$ cat src/rtl/retro_bus_pkg.sv
package retro_bus_pkg;

    // Address sequencer: wait for select high, then wait for it to fall
    typedef enum logic [0:0] {
        A_WAIT_HIGH = 1'b0,
        A_WAIT_LOW  = 1'b1
    } addr_st_t;

    // Write-data capture sequencer
    typedef enum logic [0:0] {
        W_IDLE  = 1'b0,
        W_DELAY = 1'b1
    } wcap_st_t;

    // Read-data driver
    typedef enum logic [0:0] {
        R_WAIT_BYTE = 1'b0,
        R_DRIVE     = 1'b1
    } rd_st_t;

endpackage

$ cat src/rtl/rbt_sync.sv
module rbt_sync #(
    parameter int W = 1
) (
    input  logic         clk,
    input  logic         rst_n,
    input  logic [W-1:0] d,
    output logic [W-1:0] q
);
    logic [W-1:0] stage1;

    always_ff @(posedge clk or negedge rst_n) begin
        if (!rst_n) begin
            stage1 <= '0;
            q      <= '0;
        end else begin
            stage1 <= d;
            q      <= stage1;
        end
    end
endmodule

$ cat src/rtl/rbt_fifo.sv
module rbt_fifo #(
    parameter int W     = 8,
    parameter int DEPTH = 4
) (
    input  logic         clk,
    input  logic         rst_n,
    input  logic         in_valid,
    output logic         in_ready,
    input  logic [W-1:0] in_data,
    output logic         out_valid,
    input  logic         out_ready,
    output logic [W-1:0] out_data
);
    localparam int PW = $clog2(DEPTH);

    logic [W-1:0] mem [DEPTH];
    logic [PW:0]  wp, rp;
    logic         full, empty;

    assign full      = (wp[PW] != rp[PW]) && (wp[PW-1:0] == rp[PW-1:0]);
    assign empty     = (wp == rp);
    assign in_ready  = !full;
    assign out_valid = !empty;
    assign out_data  = mem[rp[PW-1:0]];

    always_ff @(posedge clk or negedge rst_n) begin
        if (!rst_n) begin
            wp <= '0;
            rp <= '0;
        end else begin
            if (in_valid && !full)
                wp <= wp + 1'b1;
            if (out_ready && !empty)
                rp <= rp + 1'b1;
        end
    end

    always_ff @(posedge clk) begin
        if (in_valid && !full)
            mem[wp[PW-1:0]] <= in_data;
    end
endmodule

$ cat src/rtl/rbt_addr_seq.sv
module rbt_addr_seq
    import retro_bus_pkg::*;
#(
    parameter int AW = 12
) (
    input  logic        clk,
    input  logic        rst_n,
    input  logic        sel_s,
    input  logic        rw_s,
    input  logic [AW-1:0] addr_s,
    input  logic        trig_clr,
    output logic        push,
    output logic [AW:0] word,
    output logic        trig
);
    addr_st_t st, nx;

    always_ff @(posedge clk or negedge rst_n) begin
        if (!rst_n) st <= A_WAIT_HIGH;
        else        st <= nx;
    end

    always_comb begin
        nx = st;
        unique case (st)
            A_WAIT_HIGH: if (sel_s)  nx = A_WAIT_LOW;
            A_WAIT_LOW:  if (!sel_s) nx = A_WAIT_HIGH;
        endcase
    end

    always_comb begin
        push = (st == A_WAIT_LOW) && !sel_s;
        word = {rw_s, addr_s};
    end

    // Write trigger: raised on a write cycle, consumed by the capture sequencer
    always_ff @(posedge clk or negedge rst_n) begin
        if (!rst_n)               trig <= 1'b0;
        else if (push && !rw_s)   trig <= 1'b1;
        else if (trig_clr)        trig <= 1'b0;
    end
endmodule

$ cat src/rtl/rbt_wcap_seq.sv
module rbt_wcap_seq
    import retro_bus_pkg::*;
#(
    parameter int DW    = 8,
    parameter int DELAY = 32
) (
    input  logic          clk,
    input  logic          rst_n,
    input  logic          trig,
    input  logic [DW-1:0] din_s,
    output logic          trig_clr,
    output logic          push,
    output logic [DW-1:0] data
);
    localparam int            CW   = $clog2(DELAY + 1);
    localparam logic [CW-1:0] LAST = CW'(DELAY - 1);

    wcap_st_t      st, nx;
    logic [CW-1:0] cnt;

    always_ff @(posedge clk or negedge rst_n) begin
        if (!rst_n) begin
            st  <= W_IDLE;
            cnt <= '0;
        end else begin
            st  <= nx;
            cnt <= (st == W_IDLE) ? '0 : cnt + 1'b1;
        end
    end

    always_comb begin
        nx = st;
        unique case (st)
            W_IDLE:  if (trig)        nx = W_DELAY;
            W_DELAY: if (cnt == LAST) nx = W_IDLE;
        endcase
    end

    always_comb begin
        trig_clr = (st == W_IDLE) && trig;
        push     = (st == W_DELAY) && (cnt == LAST);
        data     = din_s;
    end
endmodule

$ cat src/rtl/rbt_rd_drv.sv
module rbt_rd_drv
    import retro_bus_pkg::*;
#(
    parameter int DW = 8
) (
    input  logic          clk,
    input  logic          rst_n,
    input  logic          sel_s,
    input  logic          fifo_valid,
    input  logic [DW-1:0] fifo_data,
    output logic          fifo_pop,
    output logic [DW-1:0] dout,
    output logic          doe
);
    rd_st_t st, nx;

    always_ff @(posedge clk or negedge rst_n) begin
        if (!rst_n) st <= R_WAIT_BYTE;
        else        st <= nx;
    end

    always_comb begin
        nx = st;
        unique case (st)
            R_WAIT_BYTE: if (fifo_valid) nx = R_DRIVE;
            R_DRIVE:     if (sel_s)      nx = R_WAIT_BYTE;
        endcase
    end

    always_comb begin
        fifo_pop = (st == R_WAIT_BYTE) && fifo_valid;
        doe      = (st == R_DRIVE);
    end

    always_ff @(posedge clk or negedge rst_n) begin
        if (!rst_n)        dout <= '0;
        else if (fifo_pop) dout <= fifo_data;
    end
endmodule

$ cat src/rtl/retro_bus_target.sv
module retro_bus_target #(
    parameter int ADDR_W     = 12,
    parameter int DATA_W     = 8,
    parameter int DELAY      = 32,
    parameter int FIFO_DEPTH = 4
) (
    input  logic              clk,
    input  logic              rst_n,
    input  logic              bus_sel_n,
    input  logic              bus_rw,
    input  logic [ADDR_W-1:0] bus_addr,
    input  logic [DATA_W-1:0] bus_din,
    output logic [DATA_W-1:0] bus_dout,
    output logic              bus_doe,
    output logic              addr_valid,
    input  logic              addr_ready,
    output logic [ADDR_W:0]   addr_word,
    output logic              wr_valid,
    input  logic              wr_ready,
    output logic [DATA_W-1:0] wr_byte,
    input  logic              rd_valid,
    output logic              rd_ready,
    input  logic [DATA_W-1:0] rd_byte,
    input  logic              ovf_clr,
    output logic              addr_ovf,
    output logic              wr_ovf
);
    localparam int SW = 2 + ADDR_W + DATA_W;

    logic              sel_s, rw_s;
    logic [ADDR_W-1:0] addr_s;
    logic [DATA_W-1:0] din_s;

    logic              apush, af_in_ready;
    logic [ADDR_W:0]   aword;
    logic              wr_trig, trig_clr;
    logic              wpush, wf_in_ready;
    logic [DATA_W-1:0] wdata;
    logic              rf_valid, rd_pop;
    logic [DATA_W-1:0] rf_data;

    rbt_sync #(.W(SW)) u_sync (
        .clk   (clk),
        .rst_n (rst_n),
        .d     ({bus_sel_n, bus_rw, bus_addr, bus_din}),
        .q     ({sel_s, rw_s, addr_s, din_s})
    );

    rbt_addr_seq #(.AW(ADDR_W)) u_addr_seq (
        .clk      (clk),
        .rst_n    (rst_n),
        .sel_s    (sel_s),
        .rw_s     (rw_s),
        .addr_s   (addr_s),
        .trig_clr (trig_clr),
        .push     (apush),
        .word     (aword),
        .trig     (wr_trig)
    );

    rbt_wcap_seq #(.DW(DATA_W), .DELAY(DELAY)) u_wcap_seq (
        .clk      (clk),
        .rst_n    (rst_n),
        .trig     (wr_trig),
        .din_s    (din_s),
        .trig_clr (trig_clr),
        .push     (wpush),
        .data     (wdata)
    );

    rbt_rd_drv #(.DW(DATA_W)) u_rd_drv (
        .clk        (clk),
        .rst_n      (rst_n),
        .sel_s      (sel_s),
        .fifo_valid (rf_valid),
        .fifo_data  (rf_data),
        .fifo_pop   (rd_pop),
        .dout       (bus_dout),
        .doe        (bus_doe)
    );

    rbt_fifo #(.W(ADDR_W + 1), .DEPTH(FIFO_DEPTH)) u_addr_fifo (
        .clk       (clk),
        .rst_n     (rst_n),
        .in_valid  (apush),
        .in_ready  (af_in_ready),
        .in_data   (aword),
        .out_valid (addr_valid),
        .out_ready (addr_ready),
        .out_data  (addr_word)
    );

    rbt_fifo #(.W(DATA_W), .DEPTH(FIFO_DEPTH)) u_wr_fifo (
        .clk       (clk),
        .rst_n     (rst_n),
        .in_valid  (wpush),
        .in_ready  (wf_in_ready),
        .in_data   (wdata),
        .out_valid (wr_valid),
        .out_ready (wr_ready),
        .out_data  (wr_byte)
    );

    rbt_fifo #(.W(DATA_W), .DEPTH(FIFO_DEPTH)) u_rd_fifo (
        .clk       (clk),
        .rst_n     (rst_n),
        .in_valid  (rd_valid),
        .in_ready  (rd_ready),
        .in_data   (rd_byte),
        .out_valid (rf_valid),
        .out_ready (rd_pop),
        .out_data  (rf_data)
    );

    // Sticky drop flags; a drop in the same clock as a clear keeps the flag set
    always_ff @(posedge clk or negedge rst_n) begin
        if (!rst_n) begin
            addr_ovf <= 1'b0;
            wr_ovf   <= 1'b0;
        end else begin
            if (apush && !af_in_ready) addr_ovf <= 1'b1;
            else if (ovf_clr)          addr_ovf <= 1'b0;
            if (wpush && !wf_in_ready) wr_ovf <= 1'b1;
            else if (ovf_clr)          wr_ovf <= 1'b0;
        end
    end
endmodule

$ cat config.mk
export PLATFORM = sky130hd
export DESIGN_NAME = retro_bus_target
export DESIGN_NICKNAME = d
export VERILOG_FILES = /design/src/rtl/retro_bus_pkg.sv /design/src/rtl/rbt_sync.sv /design/src/rtl/rbt_fifo.sv /design/src/rtl/rbt_addr_seq.sv /design/src/rtl/rbt_wcap_seq.sv /design/src/rtl/rbt_rd_drv.sv /design/src/rtl/retro_bus_target.sv
export SDC_FILE = /design/constraint.sdc
export NUM_CORES = 1
export LEC_CHECK = 0
export BUFFER_PORTS_ARGS = -buffer_cell sky130_fd_sc_hd__buf_2
export CORE_ASPECT_RATIO = 1.4
export CORE_UTILIZATION = 45
export CTS_CLUSTER_SIZE = 25
export DETAILED_ROUTE_END_ITERATION = 8
export GPL_TIMING_DRIVEN = 0
export PLACE_DENSITY = 0.67
export SLEW_MARGIN = 10
export SYNTH_ARGS = -nofsm -noshare
export SYNTH_HDL_FRONTEND = slang
export SYNTH_HIERARCHICAL = 1
export SYNTH_SLANG_ARGS = --single-unit
export TNS_END_PERCENT = 5
$ cat constraint.sdc
create_clock -name clk -period 6.45 [get_ports clk]
set_clock_uncertainty 0.2 [all_clocks]
set_input_delay 1.935 -clock clk [delete_from_list [all_inputs] [get_ports clk]]
set_output_delay 1.935 -clock clk [all_outputs]
set_load 0.02 [all_outputs]
* Word level (Yosys, flattened, before mapping)
Memory sizes are Yosys's and may differ from the RTL's. A register that Yosys moved wholly into a read port is not among the register bits. Index checks and enable logic that the tools add are counted.
Operators by class: $add $sub $neg 7, eq/ne operators 10, multiplexer cells 19, bitwise logic cells 2, reduce and logical (&&, ||, !) cells 28
Operators with widths (number):
- 3-bit by 1-bit adder with 3-bit output, second input constant | 6
- 1-bit logical AND | 16
- 1-bit 2-to-1 mux | 16
- 3-bit equality test | 3
- 1-bit logical NOT | 9
- 6-bit by 1-bit adder with 6-bit output, second input constant | 1
- 2-bit equality test | 3
- 6-bit by 5-bit equality test with 1-bit output, second input constant | 1
- 6-bit 2-to-1 mux | 1
- 2-bit nonzero test | 3
- 1-bit one-hot mux with 2 select lines | 2
- 1-bit != test | 3
- 1-bit inverter | 2
Storage, ports and cells: register bits after elaboration 74, bits in writable memories 116, input port bits 36, output and inout bits 35, logic and storage cells 84, memories 3
Memory list:
- u_addr_fifo.mem | words 4, width 13, rd ports 1, clocked after Yosys merged registers in 0, wr ports 1, line rbt_fifo.sv:16 | logic [W-1:0] mem [DEPTH];
- u_rd_fifo.mem | words 4, width 8, rd ports 1, clocked after Yosys merged registers in 1, wr ports 1, line rbt_fifo.sv:16
- u_wr_fifo.mem | words 4, width 8, rd ports 1, clocked after Yosys merged registers in 0, wr ports 1, line rbt_fifo.sv:16

* Depth between registers and ports, before layout
Gate-level depths: netlist of run 1.
word-level depth 6, mapped depth 7

* Cells and area by module
Netlist of run 1, hierarchy kept.
By module, submodules not included:
- rbt_fifo at u_addr_fifo | instances 1, cells each 116, area an instance 2356.0 µm², sequential area each 1711.6 µm²
- rbt_fifo at u_rd_fifo | instances 1, cells each 88, area an instance 1631.6 µm², sequential area each 1111.1 µm²
- rbt_fifo at u_wr_fifo | instances 1, cells each 89, area an instance 1612.8 µm², sequential area each 1111.1 µm²
- rbt_sync | instances 1, cells each 44, area an instance 1101.1 µm², sequential area each 1101.1 µm²
- rbt_wcap_seq | instances 1, cells each 35, area an instance 376.6 µm², sequential area each 175.2 µm²
- rbt_rd_drv | instances 1, cells each 21, area an instance 374.1 µm², sequential area each 225.2 µm²
- rbt_addr_seq | instances 1, cells each 19, area an instance 177.7 µm², sequential area each 50.0 µm²
- retro_bus_target | instances 1, cells each 8, area an instance 83.8 µm², sequential area each 50.0 µm²

* Worst setup path after synthesis of run 1
No wires, ideal clock.
path kind register -> output, start register u_addr_fifo.rp[0], end output port addr_word[0], arrival 1304 ps, data required time 4315 ps, path slack 3011 ps, stages on the path, launching flop included 4, cells stage by stage dfrtp_1 > clkbuf_8 > buf_4 > mux4_2
Between the ends: word-level cells in the longest chain between the ends 1
Ends and longest elaborated chain:
- from (decl) | line rbt_fifo.sv:17 | logic [PW:0] wp, rp;
- from (signal assigned) | line rbt_fifo.sv:34 | rp <= rp + 1'b1;
- memory read 4 x 13 bit
- to (decl) | line retro_bus_target.sv:17 | output logic [ADDR_W:0] addr_word,
Every way passes these cells.

* Worst setup path in the final report of run 1
start register u_addr_fifo.rp[1], end output port addr_word[5]
Same word-level chain as after synthesis.

==> key figures, run 1 <==
Clock network
  – Post_cts resized: 0
  – Setup Fix Bufs, Post-CTS: 0
  – Worst-path clk slew: ~0.070 ns
  – Clock latency on the worst-skew pair: 0.43 ns
  – Clock Path Buffers: 2
  – CTS Sinks: just under 200
  – CTS Buf Count: 17
  – Root buf cell: clkbuf_16
  – Hold-fix buffers, CTS: 0
  – H-tree Lvls: 4
  – TritonCTS clock tree: built

Synthesis
  – Syn Area/Cell: ~18 um2
  – Netlist cell types: between 40 and 50
  – Top_reg_cell synth: edfxtp_1
  – Synth Warn #: 6
  – Sequential-to-total area share from yosys stat: 71.8%
  – Number of flops mapped to enable cells by yosys: 116
  – #FFs+latches synth: 198
  – Yosys top cell by area: edfxtp_1
  – Synthesized area: between 0.007 and 0.008 mm2
  – Synth Instances: 420
  – Async SR Flop Fraction: between 40% and 50%
  – Area contributors post-synth: edfxtp_1 (45%), dfrtp_1 (27%), mux4_2 (7.0%)
  – Net Count, Synth: roughly 470
  – Synth top area share: a little under half

Floorplanning
  – I/O Pins: 71
  – Starting density of the core: 46.1%
  – Die width: ~110 um
  – DIE AREA: 0.0177 mm2
  – Die H: 157 um
  – CORE AREA: 0.0167 mm2
  – Row count: 56

Timing
  – Final worst path period share: 65.6%
  – Fmax: 236 MHz
  – Final Critical Period: 4.23 ns
  – Measured slew at the worst slew-check pin: 1.15 ns
  – Final Hold Fails: 0
  – Final setup viols: 0
  – Max_slew headroom: 22.8%
  – Slew Limit Fails: 0
  – RSZ-0062 raised after global routing: false
  – Setup_tns: 0 ns

Worst setup path
  – CP endpoint kind: output port
  – Setup CP Type: reg2out
  – Arr. time, crit path: around 2.1 ns
  – CP max FO: 10
  – CP top delay family: buffers and inverters
  – Worst Path Required: 4.32 ns
  – Worst Path Buf+Inv: 3
  – R2r endpoint: u_addr_fifo/mem[1][10]
  – R2R cell count: 4
  – Crit Reg-Reg Startpoint: u_addr_fifo/rp[1]
  – Startpoint Class: flip-flop
  – Setup slack, reg-to-reg: 3.96 ns
  – Worst-path cell chain: clkbuf_8 > clkbuf_1 > mux4_2 > buf_2
  – CP peak stage delay: 0.52 ns
  – CP max-delay cell: clkbuf_1

Finish
  – Fin area: 0.00889 mm2
  – Layout fillers: ~1.3k
  – Antenna Cells: 0
  – P&R area growth vs syn: 15.3%
  – Nets: 562
  – Fraction of layout cells with a size suffix above 1: around 33%

Global routing
  – Initial antenna violation count: 0
  – M3 GR Usage: 3.58%
  – Busiest grt layer: met2
  – M1 GR Usage: a little under a fifth
  – Number of global-route vias before repair: between 3k and 4k
  – Global route overflow: 0
  – Global-route wire length before repair: 20,200 um
  – GR Util All Layers: 15.5%
  – Largest net degree at the start of global routing: 62
  – M2 GR Usage: a little over a quarter

Power
  – Static Leak: 0.00349 uW
  – Maximum VDD drop: 0.185 mV
  – Power Density: ~450 mW/mm2

Place
  – Number of port buffers: 70
  – RePlAce Congestion: 0.793
  – Area after DPL: 0.00835 mm2
  – DP Wirelength: 8120 um

Detailed routing
  – Iter 0 DRT Violations: 205
  – Post-route DRC: 0
  – Final wirelength: 12,500 um
  – Vias per inst: 5.18
  – Wirelength per Cell: 17.2 um
  – DR vias: 3,758
  – Drt first pass iters: 4
  – Post-route ant nets: 0

Hold path
  – Hold path start: u_sync/stage1[10]
  – Hold EP: u_sync/q[10]
  – HP Class: reg2reg
  – WHS Path Cells: 0

Outcome
  – Status: completed

Job
  – Max-Cap Viols: 0
[logic make-up (layout without fill, tap and decap cells)]
family / Yosys count / after routing / share of synthesized area, %
adder cells (fa/ha/maj): 16 / 16 / 2.60
AND/OR/NAND/NOR: 49 / 49 / 3.91
buffers and inverters: 48 / 151 / 3.89
multiplexers: 38 / 38 / 10.4
flip-flops: 198 / 198 / 71.8
XOR/XNOR: 28 / 28 / 3.47
AO/OA/AOI/OAI: 43 / 43 / 3.97
[worst reg2reg max path: cells and delay by family, from the launching register on]
kind	cells	cell delay (ns)
XOR/XNOR	1	0.46
buffers and inverters	1	0.17
flip-flops	1	0.39
AND/OR/NAND/NOR	2	0.90
[state kept, by name, summed over array words and instances, names as in the netlist, 3 cells and up]
| name | cells |
|---|---|
| u_addr_fifo/rp | 3 |
| u_wcap_seq/cnt | 6 |
| u_sync/q | 22 |
| u_sync/stage1 | 22 |
| u_rd_fifo/wp | 3 |
| u_wr_fifo/wp | 3 |
| u_wr_fifo/mem | 32 |
| u_rd_fifo/rp | 3 |
| u_wr_fifo/rp | 3 |
| u_rd_drv/dout | 8 |
| u_addr_fifo/mem | 52 |
| u_addr_fifo/wp | 3 |
| u_rd_fifo/mem | 32 |
[stage by stage]
step           setup slack, ns  total power, uW  util [%]  hold slack [ns]  instances
2_1_floorplan             3.01             2680         -            0.131        420
5_1_grt                   2.16             4200      53.1            0.151        726
6_report                  2.22             3980      53.1            0.145        726
3_3_place_gp              2.46             2990      49.7            0.132        693
3_5_place_dp              2.67             3030      49.9            0.135        694
4_1_cts                   2.20             4020      53.1            0.147        726
[cell type report]
| class | count | area [um2] | share of cell area (%) |
|---|---|---|---|
| Timing Repair Buffer | 71 | 380 | 4.28 |
| Tap cell | 203 | 254 | 2.86 |
| Clock inverter | 15 | 120 | 1.35 |
| Clock buffer | 17 | 425 | 4.78 |
| Inverter | 18 | 67.6 | 0.760 |
| Buffer | 30 | 233 | 2.62 |
| Multi-Input combinational cell | 174 | 1880 | 21.1 |
| Sequential cell | 198 | 5540 | 62.2 |
[placed cells by master (no fill, tap or decap), drive strengths merged, types with 7 or more instances in the layout]
cell type	netlist	routed
xor2	13	13
a21oi	12	12
buf	27	98
xnor2	15	15
clkbuf	3	20
o31ai	13	13
clkinv	0	8
dfrtp	82	82
and3	9	9
nand3	8	8
mux4	29	29
inv	18	24
edfxtp	116	116
nand2	8	8
mux2	8	8
nand2b	7	7
ha	16	16
[Yosys cell counts (all sizes together), types with 8 or more instances]
| cell | count |
|---|---|
| xnor2 | 15 |
| a21oi | 12 |
| ha | 16 |
| inv | 18 |
| xor2 | 13 |
| nand2 | 8 |
| nand3 | 8 |
| o31ai | 13 |
| and3 | 9 |
| mux4 | 29 |
| edfxtp | 116 |
| buf | 27 |
| dfrtp | 82 |
| mux2 | 8 |
[power breakdown]
part | switching (uW) | internal [uW] | total [uW]
combinational | 719 | 587 | 1310
sequential | 140 | 1560 | 1700
clock | 476 | 502 | 978
total | 1330 | 2650 | 3980
[routing by layer]
metal	routed length, um	vias up
li1	-	1741
met1	5090	1925
met2	6660	78
met3	453	14
met4	242	0
met5	0	-
[how the worst max path moves through the flow]
stage | start | end | slack [ns] | cells after the start
after detailed placement | u_addr_fifo/rp[1] | addr_word[5] | 2.67 | 4
after global routing | u_addr_fifo/rp[1] | addr_word[3] | 2.16 | 4
after global placement | rst_n | u_sync/q[2] | 2.46 | 1
after floorplan | u_addr_fifo/rp[0] | addr_word[0] | 3.01 | 3
final | u_addr_fifo/rp[1] | addr_word[5] | 2.22 | 4
after CTS | u_addr_fifo/rp[1] | addr_word[5] | 2.20 | 4
Note: power is estimated with default switching activity, not from simulation.
==> run 2, diff against run 1 <==
Settings changed: ABC_AREA set to 1.
Clock period 6.45 ns to 4.01 ns, I/O delays scaled along.
==> run 2 against run 1 <==
Worst hold slack is essentially flat. Sequential power grew 58%. Cell count grew 32%. Critical path type unchanged. Critical endpoint unchanged.
==> key figures, run 2 <==
Power
  – Overall power: 6730 uW (+69%)
  – Power Density: 740 mW/mm2 (+65%)
  – Psw: 2540 uW (+90%)
  – Clk network pwr share: 25.7% (+1.1 points)
  – Maximum VDD drop: 0.359 mV (+94%)
  – P_int: 4190 uW (+58%)
  – Net Sw Frac: 37.7% (+4.2 points)
  – Static Leak: 0.00385 uW (+10%)
  – Seq pwr share: 40.0% (-2.6 points)
  – Logic pwr share: 34.3% (+1.5 points)

Global routing
  – Largest net degree at the start of global routing: 55 (-11%)
  – Number of global-route vias before repair: 4,757 (+21%)
  – GR Util All Layers: 17.2% (+1.7 points)
  – Initial antenna violation count: 0 (unchanged)
  – Global-route wire length before repair: 23,000 um (+14%)
  – Global route overflow: 0 (unchanged)

Finish
  – Antenna Cells: 0 (unchanged)
  – P&R area growth vs syn: 16.5%
  – Fraction of layout cells with a size suffix above 1: 24.0% (-9.4 points)
  – Max reg flops: 52 (unchanged)
  – Nets: 763 (+36%)
  – Non-filler cells, final: 956 (+32%)
  – Commonest non-fill, non-tap cell in the layout: edfxtp_1
  – Most frequent cells in the layout: edfxtp_1 (116), nand2_1 (97), dfrtp_1 (82)

Worst setup path
  – Worst Path Required: 2.61 ns (-1.71 ns)
  – Crit Reg-Reg Startpoint: u_sync/q[21]
  – Startpoint Class: flip-flop
  – R2R cell count: 3 (-1)
  – CP max FO: 10 (unchanged)
  – R2r endpoint: u_addr_fifo/mem[0][5]
  – CP endpoint kind: output port
  – Setup CP Type: reg2out
  – Arr. time, crit path: 2.04 ns (-0.06 ns)
  – Setup slack, reg-to-reg: 1.48 ns (-2.48 ns)

Outcome
  – Status: completed

Clock network
  – CTS Sinks: 198 (unchanged)
  – Setup Fix Bufs, Post-CTS: 0 (unchanged)
  – Worst-path clk slew: 0.07 ns (about the same)
  – Clock latency on the worst-skew pair: 0.43 ns (about the same)
  – Clock Path Buffers: 2 (unchanged)
  – Post_cts resized: 0 (unchanged)
  – Hold-fix buffers, CTS: 0 (unchanged)
  – H-tree Lvls: 4 (unchanged)
  – TritonCTS clock tree: built
  – CTS Buf Count: 17 (unchanged)
  – Root buf cell: clkbuf_16

Hold path
  – HP Class: reg2reg
  – WHS Path Cells: 0 (unchanged)
  – Hold EP: u_sync/q[20]
  – Hold path start: u_sync/stage1[20]

Synthesis
  – Number of flops mapped to enable cells by yosys: 116 (unchanged)
  – Area contributors post-synth: edfxtp_1 (45%), dfrtp_1 (26%), nand2_1 (4.7%)
  – Synth top area share: 44.6% (-0.53 points)
  – Async SR Flop Fraction: 41.4% (unchanged)
  – Most frequent cells after synthesis: edfxtp_1 (116), nand2_1 (97), dfrtp_1 (82)
  – Yosys top cell by area: edfxtp_1
  – Most numerous cell in the Yosys netlist: edfxtp_1
  – Synth Instances: 621 (+48%)
  – Netlist cell types: 28 (-35%)
  – Sequential-to-total area share from yosys stat: 70.9% (-0.84 points)
  – Syn Area/Cell: 12.6 um2 (-32%)
  – Net Count, Synth: 673 (+43%)
  – Synthesized area: 0.00780 mm2 (+1.2%)
  – Synth Warn #: 6 (unchanged)
  – Top_reg_cell synth: edfxtp_1
  – #FFs+latches synth: 198 (unchanged)

Place
  – DP Wirelength: 9700 um (+19%)
  – RePlAce Congestion: 0.757 (-4.6%)
  – Placed Instances: 924 (+33%)
  – Number of port buffers: 70 (unchanged)

Floorplanning
  – CORE AREA: 0.0169 mm2 (+0.84%)
  – Row count: 56 (unchanged)
  – DIE AREA: 0.0179 mm2 (+1.2%)
  – I/O Pins: 71 (unchanged)
  – Die H: 158 um (+0.58%)
  – Starting density of the core: 46.2% (+0.16 points)
  – Die width: 113 um (+0.58%)

Detailed routing
  – Drt first pass iters: 5 (+1)
  – Wirelength per Cell: 15.2 um (-12%)
  – DR vias: 4,713 (+25%)
  – Post-route DRC: 0 (unchanged)
  – Final wirelength: 14,500 um (+17%)
  – Post-route ant nets: 0 (unchanged)
  – Iter 0 DRT Violations: 291 (+42%)
  – Vias per inst: 4.93 (-4.8%)

Timing
  – Final Critical Period: about 3.4 ns
  – Slew Limit Fails: 0 (unchanged)
  – Setup_tns: 0 ns (unchanged)
  – RSZ-0062 raised after global routing: false
  – Final worst path period share: 85.9%
  – Fmax: roughly 290 MHz
  – Final Hold Fails: 0 (unchanged)
  – Max_slew headroom: 20.6% (-2.2 points)
  – Final setup viols: 0 (unchanged)
  – Measured slew at the worst slew-check pin: 1.19 ns (+0.0342 ns)

Job
  – Max-Cap Viols: 0 (unchanged)
run 2: worst max path at each step:
stage | slack, ns | end | cells after the start | startpoint
final | 0.57 | addr_word[5] | 5 | u_addr_fifo/rp[1]
after global routing | 0.37 | addr_word[12] | 5 | u_addr_fifo/rp[1]
after CTS | 0.54 | addr_word[5] | 5 | u_addr_fifo/rp[1]
after detailed placement | 1.01 | addr_word[5] | 5 | u_addr_fifo/rp[1]
after global placement | 0.83 | u_sync/stage1[6] | 1 | rst_n
after floorplan | 1.40 | addr_word[0] | 4 | u_addr_fifo/rp[0]
run 2: cell type report:
cell class,count,area (um2)
Sequential cell,198,5540
Fill cell,1401,7790
Timing Repair Buffer,71,380
Tap cell,232,290
Inverter,48,193
Multi-Input combinational cell,338,1820
Clock buffer,17,425
Clock inverter,15,186
Buffer,37,259
run 2: stage by stage:
stage | util (%) | hold WS (ns) | setup WS (ns) | cell area (um2)
6_report | 53.8 | 0.145 | 0.566 | 9090
3_5_place_dp | 50.2 | 0.135 | 1.01 | 8480
4_1_cts | 53.8 | 0.145 | 0.541 | 9090
5_1_grt | 53.8 | 0.151 | 0.374 | 9090
2_1_floorplan | - | 0.131 | 1.40 | 7800
3_3_place_gp | 50.0 | 0.131 | 0.828 | 8450
run 2: power by group through the flow:
stage          clock, uW  combinational (uW)  sequential [uW]
2_1_floorplan          0                1590             2740
3_3_place_gp           0                2230             2720
3_5_place_dp           0                2310             2730
4_1_cts             1770                2320             2690
5_1_grt             1850                2550             2720
6_report            1730                2310             2690
run 2: kinds of logic (layout without fill, tap and decap cells):
logic type / count (synthesis) / count (layout) / synth area share, %
XOR/XNOR: 4 / 4 / 0.449
AND/OR/NAND/NOR: 227 / 227 / 13.9
adder cells (fa/ha/maj): 16 / 16 / 2.56
flip-flops: 198 / 198 / 70.9
AO/OA/AOI/OAI: 91 / 91 / 6.41
buffers and inverters: 85 / 188 / 5.79
run 2: per-layer routing:
metal	wire [um]	up-vias	global-route usage, %
li1	-	2271	-
met1	5830	2313	18.2
met2	8010	114	32.3
met3	490	15	4.44
met4	175	0	7.14
met5	0	-	0
run 2: worst max-delay path, stage by stage (launching register included):
cell and delay (ns):
dfrtp_1 0.47, inv_1 0.19, clkbuf_1 0.39, o21ai_0 0.18
o22ai_1 0.18, buf_2 0.20
==> run 3, diff against run 2 <==
Settings changed: CTS_BUF_LIST set to sky130_fd_sc_hd__clkbuf_2 sky130_fd_sc_hd__clkbuf_4 sky130_fd_sc_hd__clkbuf_8.
==> run 3 against run 2 <==
Clock power shrank 24%. Setup slack lost 0.072 ns. Sequential power is essentially flat. Core utilization shrank 1.1 points. Global-route usage is essentially flat.
==> key figures, run 3 (synthesis results as in run 2) <==
Detailed routing
  – Post-route DRC: 0 (unchanged)
  – Drt first pass iters: 4 (-1)
  – DR vias: 4,696 (-0.36%)
  – Wirelength per Cell: 15.1 um (-0.64%)
  – Final wirelength: 14,400 um (-0.64%)
  – Post-route ant nets: 0 (unchanged)
  – Iter 0 DRT Violations: 251 (-14%)
  – Vias per inst: 4.91 (-0.36%)

Floorplanning
  – Starting density of the core: 46.2% (unchanged)
  – I/O Pins: 71 (unchanged)
  – Row count: 56 (unchanged)
  – Die H: 158 um (unchanged)
  – CORE AREA: 0.0169 mm2 (unchanged)
  – DIE AREA: 0.0179 mm2 (unchanged)
  – Die width: 113 um (unchanged)

Power
  – Psw: 2490 uW (-1.8%)
  – P_int: 3820 uW (-8.8%)
  – Clk network pwr share: 20.9% (-4.8 points)
  – Overall power: 6310 uW (-6.2%)
  – Net Sw Frac: 39.5% (+1.7 points)
  – Power Density: 709 mW/mm2 (-4.1%)
  – Static Leak: 0.00376 uW (-2.3%)
  – Seq pwr share: 42.6% (+2.6 points)
  – Maximum VDD drop: 0.361 mV (+0.53%)
  – Logic pwr share: 36.5% (+2.2 points)

Place
  – RePlAce Congestion: 0.757 (unchanged)
  – DP Wirelength: 9700 um (unchanged)
  – Number of port buffers: 70 (unchanged)

Finish
  – Layout fillers: 1,421 (+1.4%)
  – Commonest non-fill, non-tap cell in the layout: edfxtp_1
  – Most frequent cells in the layout: edfxtp_1 (116), nand2_1 (97), dfrtp_1 (82)
  – Max reg flops: 52 (unchanged)
  – Nets: 763 (unchanged)
  – P&R area growth vs syn: 14.0%
  – Antenna Cells: 0 (unchanged)
  – Fraction of layout cells with a size suffix above 1: 24.0% (unchanged)

Global routing
  – GR Util All Layers: 17.2% (-0.042 points)
  – Largest net degree at the start of global routing: 55 (unchanged)
  – Number of global-route vias before repair: 4,751 (-0.13%)
  – Initial antenna violation count: 0 (unchanged)
  – Global-route wire length before repair: 22,900 um (-0.39%)
  – Global route overflow: 0 (unchanged)

Worst setup path
  – Worst Path Required: 2.61 ns (about the same)
  – CP endpoint kind: output port
  – Crit Reg-Reg Startpoint: u_sync/q[21]
  – Setup CP Type: reg2out
  – Arr. time, crit path: 2.11 ns (+0.07 ns)
  – Startpoint Class: flip-flop
  – CP max FO: 10 (unchanged)
  – Critical path origin: u_addr_fifo/rp[0]

Clock network
  – CTS Buf Count: 17 (unchanged)
  – Worst-path clk slew: 0.10 ns (+0.03 ns)
  – Post_cts resized: 0 (unchanged)
  – CTS Sinks: 198 (unchanged)
  – Hold-fix buffers, CTS: 0 (unchanged)
  – TritonCTS clock tree: built
  – Setup Fix Bufs, Post-CTS: 0 (unchanged)
  – Clock Path Buffers: 2 (unchanged)
  – Root buf cell: clkbuf_8
  – Clock latency on the worst-skew pair: 0.46 ns (+0.03 ns)
  – H-tree Lvls: 4 (unchanged)

Hold path
  – Hold path start: u_sync/stage1[20]
  – HP Class: reg2reg

Timing
  – Final worst path period share: 87.7% (+1.8 points)
  – Setup_tns: 0 ns (unchanged)
  – Measured slew at the worst slew-check pin: 1.23 ns (+0.0481 ns)
  – RSZ-0062 raised after global routing: false
  – Final setup viols: 0 (unchanged)
  – Slew Limit Fails: 0 (unchanged)
  – Fmax: 284 MHz (-2.1%)
  – Final Critical Period: 3.52 ns (+0.0723 ns)
  – Max_slew headroom: 17.4% (-3.2 points)
  – Final Hold Fails: 0 (unchanged)

Outcome
  – Status: completed

Job
  – Max-Cap Viols: 0 (unchanged)
[run 3: cell counts in the layout (fill, tap and decap cells not counted)]
Identical to the previous run, type by type.
[run 3: cell type report]
class                      count  area, um2  share of cell area, %
buffer                        37        259                   2.91
clock buffer                  17        234                   2.63
clock inverter                15        186                   2.09
inverter                      48        193                   2.16
multi-input combinational    338       1820                   20.5
sequential                   198       5540                   62.2
tap                          232        290                   3.26
timing repair buffer          71        380                   4.27
[run 3: layer usage]
| metal | track usage, % | part of all wire [%] | up-vias | wire, um |
|---|---|---|---|---|
| met2 | 32.0 | 55 | 112 | 7920 |
| met3 | 4.59 | 4.0 | 15 | 576 |
| li1 | - | - | 2265 | - |
| met1 | 18.0 | 40 | 2304 | 5730 |
| met4 | 7.39 | 1.3 | 0 | 192 |
| met5 | 0 | 0 | - | 0 |
[run 3: stage by stage]
stage          instances  instance area [um2]  setup slack [ns]  util [%]  hold WS, ns
2_1_floorplan        621                 7800              1.40         -        0.131
3_3_place_gp         923                 8450             0.828      50.0        0.131
3_5_place_dp         924                 8480              1.01      50.2        0.135
4_1_cts              956                 8900             0.475      52.7        0.145
5_1_grt              956                 8900             0.311      52.7        0.153
6_report             956                 8900             0.493      52.7        0.144
[run 3: power by group through the flow]
stage / logic [uW] / clock network [uW] / registers (uW)
2_1_floorplan: 1590 / 0 / 2740
3_3_place_gp: 2230 / 0 / 2720
3_5_place_dp: 2310 / 0 / 2730
4_1_cts: 2320 / 1360 / 2690
5_1_grt: 2540 / 1430 / 2720
6_report: 2300 / 1320 / 2690
[run 3: worst paths after layout]
check / endpoint / slack, ns / depth (start not counted)
worst max-delay path: addr_word[5] / 0.49 / 5
worst min-delay path: u_sync/q[20] / 0.14 / 0
worst max register to register: u_addr_fifo/mem[0][5] / 1.44 / 3
worst min register to register: u_sync/q[20] / 0.14 / 0
max in group asynchronous: u_rd_fifo/rp[0] / 2.53 / 2
min in group asynchronous: u_sync/stage1[12] / 0.46 / 1
[run 3: critical path, cell delays in order (launching register included)]
cell,delay [ns]
dfrtp_1,0.42
inv_2,0.17
clkbuf_1,0.53
nor2_1,0.11
o22ai_1,0.23
buf_2,0.20
